==> src/rtl/edge_stamp_capture.sv <==
module edge_stamp_capture #(
  parameter int NCH = 8,
  parameter int CW  = 20,
  parameter int AW  = 8
) (
  input  logic          clk,
  input  logic          rst_n,
  input  logic [NCH-1:0] chan_in,
  input  logic [NCH-1:0] chan_en,
  input  logic          rd_en,
  input  logic [AW-1:0] rd_addr,
  output logic [7:0]    rd_data,
  output logic [CW-1:0] count_gray
);
  localparam int CHB = (NCH > 1) ? $clog2(NCH) : 1;
  localparam int UPW = CW - 8;

  logic [CW-1:0]  bin_q;
  logic [CW-1:0]  bin_nxt;
  logic [NCH-1:0] sync1, sync2, sync3;
  logic [NCH-1:0] rise, take, clr;
  logic [NCH-1:0] flags, ovr;
  logic [CW-1:0]  hold   [NCH];
  logic [UPW-1:0] shadow [NCH];
  logic           chan_hit;
  logic [CHB-1:0] ch_sel;
  logic [1:0]     part;

  assign bin_nxt = bin_q + 1'b1;

  always_ff @(posedge clk or negedge rst_n)
    if (!rst_n) begin
      bin_q      <= '0;
      count_gray <= '0;
    end else begin
      bin_q      <= bin_nxt;
      count_gray <= bin_nxt ^ (bin_nxt >> 1);
    end

  always_ff @(posedge clk or negedge rst_n)
    if (!rst_n) begin
      sync1 <= '0;
      sync2 <= '0;
      sync3 <= '0;
    end else begin
      sync1 <= chan_in;
      sync2 <= sync1;
      sync3 <= sync2;
    end

  assign rise = sync2 & ~sync3;
  assign take = rise & chan_en;

  assign chan_hit = rd_addr[AW-1] && (rd_addr[AW-2:CHB+2] == '0);
  assign ch_sel   = rd_addr[CHB+1:2];
  assign part     = rd_addr[1:0];

  always_comb begin
    clr = '0;
    if (rd_en && chan_hit && part == 2'd0) clr[ch_sel] = 1'b1;
  end

  always_ff @(posedge clk or negedge rst_n)
    if (!rst_n) begin
      flags <= '0;
      ovr   <= '0;
    end else begin
      flags <= take | (flags & ~clr);
      ovr   <= (take & flags & ~clr) | (ovr & ~clr);
    end

  for (genvar i = 0; i < NCH; i++) begin : g_chan
    always_ff @(posedge clk or negedge rst_n)
      if (!rst_n) begin
        hold[i]   <= '0;
        shadow[i] <= '0;
      end else begin
        if (take[i]) hold[i] <= count_gray;
        if (clr[i])  shadow[i] <= hold[i][CW-1:8];
      end
  end

  always_ff @(posedge clk or negedge rst_n)
    if (!rst_n) rd_data <= '0;
    else if (rd_en) begin
      if (chan_hit) begin
        case (part)
          2'd0:    rd_data <= hold[ch_sel][7:0];
          2'd1:    rd_data <= shadow[ch_sel][7:0];
          2'd2:    rd_data <= 8'(shadow[ch_sel][UPW-1:8]);
          default: rd_data <= '0;
        endcase
      end else if (rd_addr == AW'(0)) rd_data <= 8'(flags);
      else if (rd_addr == AW'(1))     rd_data <= 8'(ovr);
      else                            rd_data <= '0;
    end
endmodule


==> config.mk <==
export PLATFORM = sky130hd
export DESIGN_NAME = edge_stamp_capture
export DESIGN_NICKNAME = d
export VERILOG_FILES = /design/src/rtl/edge_stamp_capture.sv
export SDC_FILE = /design/constraint.sdc
export NUM_CORES = 1
export LEC_CHECK = 0
export BUFFER_PORTS_ARGS = -buffer_cell sky130_fd_sc_hd__buf_2
export CAP_MARGIN = 20
export CELL_PAD_IN_SITES_DETAIL_PLACEMENT = 1
export CELL_PAD_IN_SITES_GLOBAL_PLACEMENT = 2
export CORE_UTILIZATION = 37
export CTS_CLUSTER_SIZE = 8
export DETAILED_ROUTE_END_ITERATION = 10
export GPL_ROUTABILITY_DRIVEN = 0
export MAX_ROUTING_LAYER = met4
export PLACE_DENSITY = 0.76
export SLEW_MARGIN = 10
export SYNTH_ARGS = -nofsm -noshare
export SYNTH_HDL_FRONTEND = slang
export SYNTH_SLANG_ARGS = --single-unit
export TNS_END_PERCENT = 10
==> constraint.sdc <==
create_clock -name clk -period 2 [get_ports clk]
set_input_delay 0 -clock clk [delete_from_list [all_inputs] [get_ports clk]]
set_output_delay 0 -clock clk [all_outputs]
set_load 0.05 [all_outputs]
## Word level (Yosys, flattened, before mapping)

Cells that the tools add are included.

- Flip-flop bits (word level): 344
- Input port bits: 27
- Logic and storage cells: 63

- $lt $le $gt $ge: 3
- Multiplexer cells: 13
- Equal/unequal tests: 3
- Bitwise gates (word level): 12
- $add $sub $neg: 1
- Reduce and logical (&&, ||, !) cells: 7

Operators by type and width:

| cell | count |
|---|---|
| binary-select mux 20 bit (select 3 bit) | 1 |
| bitwise AND 8 bit | 6 |
| 2-to-1 mux 8 bit | 6 |
| binary-select mux 12 bit (select 3 bit) | 1 |
| 2-to-1 mux 12 bit | 2 |
| one-hot mux 8 bit (3 select lines) | 1 |
| adder 20 x 1 -> 20 bit (second input constant) | 1 |
| XOR 20 x 19 -> 20 bit | 1 |
| inverter 8 bit | 2 |
| OR 8 bit | 2 |
| == test 8 x 1 -> 1 bit (second input constant) | 1 |
| zero test 8 bit | 1 |
| greater-or-equal comparator 4 bit (second input constant) | 1 |
| logical AND 1 bit | 4 |
| zero test 2 bit | 2 |
| less-than comparator 3 x 4 -> 1 bit (second input constant) | 1 |
| inverter 3 -> 4 bit | 1 |
| demux 1 bit (select 3 bit) | 1 |
| greater-or-equal comparator 3 x 1 -> 1 bit (second input constant) | 1 |
| == test 2 x 1 -> 1 bit (second input constant) | 1 |
| == test 2 bit (second input constant) | 1 |
| 2-to-1 mux 1 bit | 1 |

## Longest topological paths before layout

- Depth after elaboration: 8
- Gate-level depth with buffers: 8
- Depth with buffers taken out: 6

## Worst setup path after synthesis

No wires, ideal clock.

- Path type: register to register
- Start: register bin_q[0]
- End: register count_gray[17]
- Stages on the path, launching flop included: 8
- Slack: 329 ps
- Path buffers: 1
- Arrival time: 1543 ps
- Library setup time: 128 ps
- Cells stage by stage: dfrtp_1 ha_1 and3b_1 clkbuf_1 a21oi_1 nor2b_1 a21oi_1 xor2_1

- Longest elaborated chain between the ends: 2

RTL lines:

| item | RTL line | RTL |
|---|---|---|
| start: declaration | 18 | `logic [CW-1:0] bin_q;` |
| start signal: assignment | 36 | `bin_q <= bin_nxt;` |
| adder 20 x 1 -> 20 bit | 29 | `assign bin_nxt = bin_q + 1'b1;` |
| XOR 20 x 19 -> 20 bit | 37 | `count_gray <= bin_nxt ^ (bin_nxt >> 1);` |
| end signal: assignment | 37 |  |
| end: declaration | 13 | `output logic [CW-1:0] count_gray` |

No other way between the ends.
A chain may end at the register's enable or synchronous reset.

## Worst setup path after layout

- Start: register bin_q[2]
- End: register count_gray[16]

The elaborated chain is that of the path after synthesis.

==> metrics.md <==
| Metric | Value |
|---|---|
| DRC viols | 0 |
| Placed insts | 1717 |
| CP Capture Type | flip-flop |
| GRT met3 Usage | 3.32% |
| GRT busiest layer | met2 |
| Vias in the first global route | 10000 |
| Top-count cell post-synth | dfrtp_1 |
| Worst path bufs/invs | 1 |
| Die H | 199 um |
| Clock Latency Late Sink | 0.58 ns |
| Worst hold slack | 0.00959 ns |
| Final setup TNS | 0 ns |
| Total Power | 15.3 mW |
| Ys flop type | dfrtp_1 |
| Max clock buf depth | 3 |
| Tcrit/Tclk final | 88.2% |
| Fin nets | 1301 |
| FF-to-FF End | count_gray[16] |
| Global route overflow | 0 |
| Final Setup Violations | 0 |
| Root buf cell | clkbuf_16 |
| TritonRoute pass-1 iters | 4 |
| Syn Nets | 1191 |
| Clock slew at reported path FFs | 0.05 ns |
| VDD IR-drop max | 596 uV |
| Post-synth ARST share | 100% |
| # fillers | 3962 |
| Top Family by Delay on Critical Path | simple AND/OR/NAND/NOR gates |
| Min Tclk post-route | 1.76 ns |
| Clock Skew | 0.0147 ns |
| I/O Pins | 55 |
| Most frequent cells after synthesis | dfrtp_1 (343), nand2_1 (279), mux2_2 (182) |
| Post-route ant nets | 0 |
| Status | completed |
| CTS tree | done |
| Hold EP | flags[1] |
| Flops & latches, synth | 343 |
| Core Util, Final | 44.7% |
| Final Hold Viols | 0 |
| Core box area | 0.0379 mm2 |
| CTS H-tree depth | 2 |
| Number of synthesized flops with an enable pin | 0 |
| Pwr Density | 900 mW/mm2 |
| Synth top area share | 59.7% |
| Share of cells above drive strength 1 | 29.5% |
| Area Overhead vs Synth | 17.9% |
| Vias per inst | 5.16 |
| Antenna violations before repair | 0 |
| Placed Area | 0.0155 mm2 |
| Final WL | 39700 um |
| CP arrival | 2.22 ns |
| Yosys top cell by area | dfrtp_1 |
| Wire length per cell | 22.2 um |
| Hold path startpoint | chan_en[1] |
| GR Util met2 | 35.5% |
| Inserted Clock Buffers | 48 |
| Reg-to-reg startpoint | bin_q[2] |
| Top cells by area, synth | dfrtp_1 (60%), mux2_2 (14%), nand2_1 (7.3%), mux4_2 (3.8%), mux2i_1 (2.4%) |
| Setup CP Type | flip-flop to flip-flop |
| Row count | 71 |
| Pleak | 8.52 nW |
| Post-CTS Setup Inserts | 0 |
| Die area | 0.0397 mm2 |
| Reg2Reg Depth | 6 |
| First-pass GRT wire length | 62100 um |
| RSZ-0062 raised after global routing | false |
| Avg Cell Area, Syn | 12.4 um2 |
| M1 GR Usage | 28.5% |
| GRT Total Usage | 22.0% |
| CP cell instances | and3_1, and4_1, buf_4, and2_1, a31oi_1, xor2_1 |
| Dpl ws | 0.256 ns |
| Pins Over Slew Limit | 0 |
| Critical-path top delay cell | dfrtp_1 |
| Cts repair resizes | 0 |
| Synth cell types | 46 |
| DR vias | 9227 |
| Slowest stage delay, CP | 0.39 ns |
| Synth warn | 0 |
| Final Non-Filler Cells | 1788 |
| Drt first-iter violations | 524 |
| Largest net degree at the start of global routing | 66 |
| Critical Path Source Type | flip-flop |
| Worst-margin pin slew | 0.622 ns |
| Syn Std Cell Area | 0.0144 mm2 |
| Instance count of the mapped netlist | 1163 |
| Max Clock Freq | 0.567 GHz |
| Crit-path max FO | 21 |
| Fin area | 0.0170 mm2 |
| Initial Utilization | 37.9% |
| Worst hold path depth | 4 |
| # Max-Cap Violations | 0 |
| I/O Buffers | 54 |
| Worst Hold Class | input pin to flip-flop |
| Die X | 199 um |
| Sequential area share after synthesis | 59.7% |
| Reg-to-reg slack, setup | 0.24 ns |
| Final worst slack | 0.237 ns |
| Hold_buf cts | 17 |
| Data required time of the worst path | 2.45 ns |
| Clock sinks | 343 |
| Post-DP HPWL | 26400 um |
| Headroom to the max-slew limit | 58.5% |
[routing by layer]
layer	wire [um]	part of all wire, %	up-vias
met5	0	0	-
met3	1280	3.2	57
met2	19400	49	153
met4	995	2.5	0
met1	18000	45	4829
li1	-	-	4188
[cell usage in the layout (no fill, tap or decap), types with 18 or more instances in the layout]
| master | netlist | routed |
|---|---|---|
| dfrtp_1 | 343 | 343 |
| nand2_1 | 279 | 279 |
| mux2_2 | 182 | 182 |
| buf_2 | 11 | 52 |
| clkbuf_16 | 0 | 49 |
| buf_4 | 10 | 46 |
| mux2i_1 | 34 | 34 |
| mux4_2 | 24 | 24 |
| nor2_1 | 23 | 23 |
| inv_1 | 21 | 21 |
| xor2_1 | 21 | 21 |
| nand3_1 | 18 | 18 |
[final cells by class]
cell class              count  area (um2)  share of cell area, %
inverters                  21        78.8                  0.465
clock buffers              50        1230                   7.25
multi-input cells         736        5430                   32.0
repair buffers            123         948                   5.59
diodes                      2        5.00                 0.0295
clock inverters             2        40.0                  0.236
flip-flops and latches    343        8580                   50.6
well taps                 511         639                   3.77
[worst max path at each step]
stage                        start  slack, ns             end  depth (start not counted)
after global routing      bin_q[2]       0.09  count_gray[16]                          6
after global placement    bin_q[0]       0.29  count_gray[17]                          6
final                     bin_q[2]       0.24  count_gray[16]                          6
after detailed placement  bin_q[0]       0.26  count_gray[17]                          6
after floorplan           bin_q[0]       0.33  count_gray[17]                          7
after CTS                 bin_q[2]       0.23  count_gray[16]                          6
[sequential cells by signal, indices dropped and copies added (netlist names)]
name / cells
hold: 160
flags: 8
sync3: 8
bin_q: 20
ovr: 8
count_gray: 19
shadow: 96
sync1: 8
rd_data: 8
sync2: 8
[worst reg2reg max path, cell delays in order (launching register included)]
cell and delay [ns]:
dfrtp_1 0.39, and3_1 0.29, and4_1 0.22, buf_4 0.24, and2_1 0.23, a31oi_1 0.11, xor2_1 0.16
[cells by family (layout without fill, tap and decap cells)]
family                   Yosys count  in the layout  share of synthesized area (%)
buffers and inverters             84            196                           2.55
AND/OR/NAND/NOR                  375            375                           11.4
flip-flops                       343            343                           59.7
AO/OA/AOI/OAI                     83             83                           3.68
adder cells (fa/ha/maj)            1              1                         0.0870
multiplexers                     240            240                           20.4
XOR/XNOR                          37             37                           2.25
other                              0              2                              0
[report_power, final]
part / leakage, nW / internal, mW / total [mW] / switching, mW
Clock: 0.625 / 4.31 / 7.20 / 2.89
Combinational: 3.39 / 0.329 / 0.843 / 0.514
Sequential: 4.51 / 7.13 / 7.22 / 0.0906
Total: 8.52 / 11.8 / 15.3 / 3.50
(Power assumes the default switching activity.)
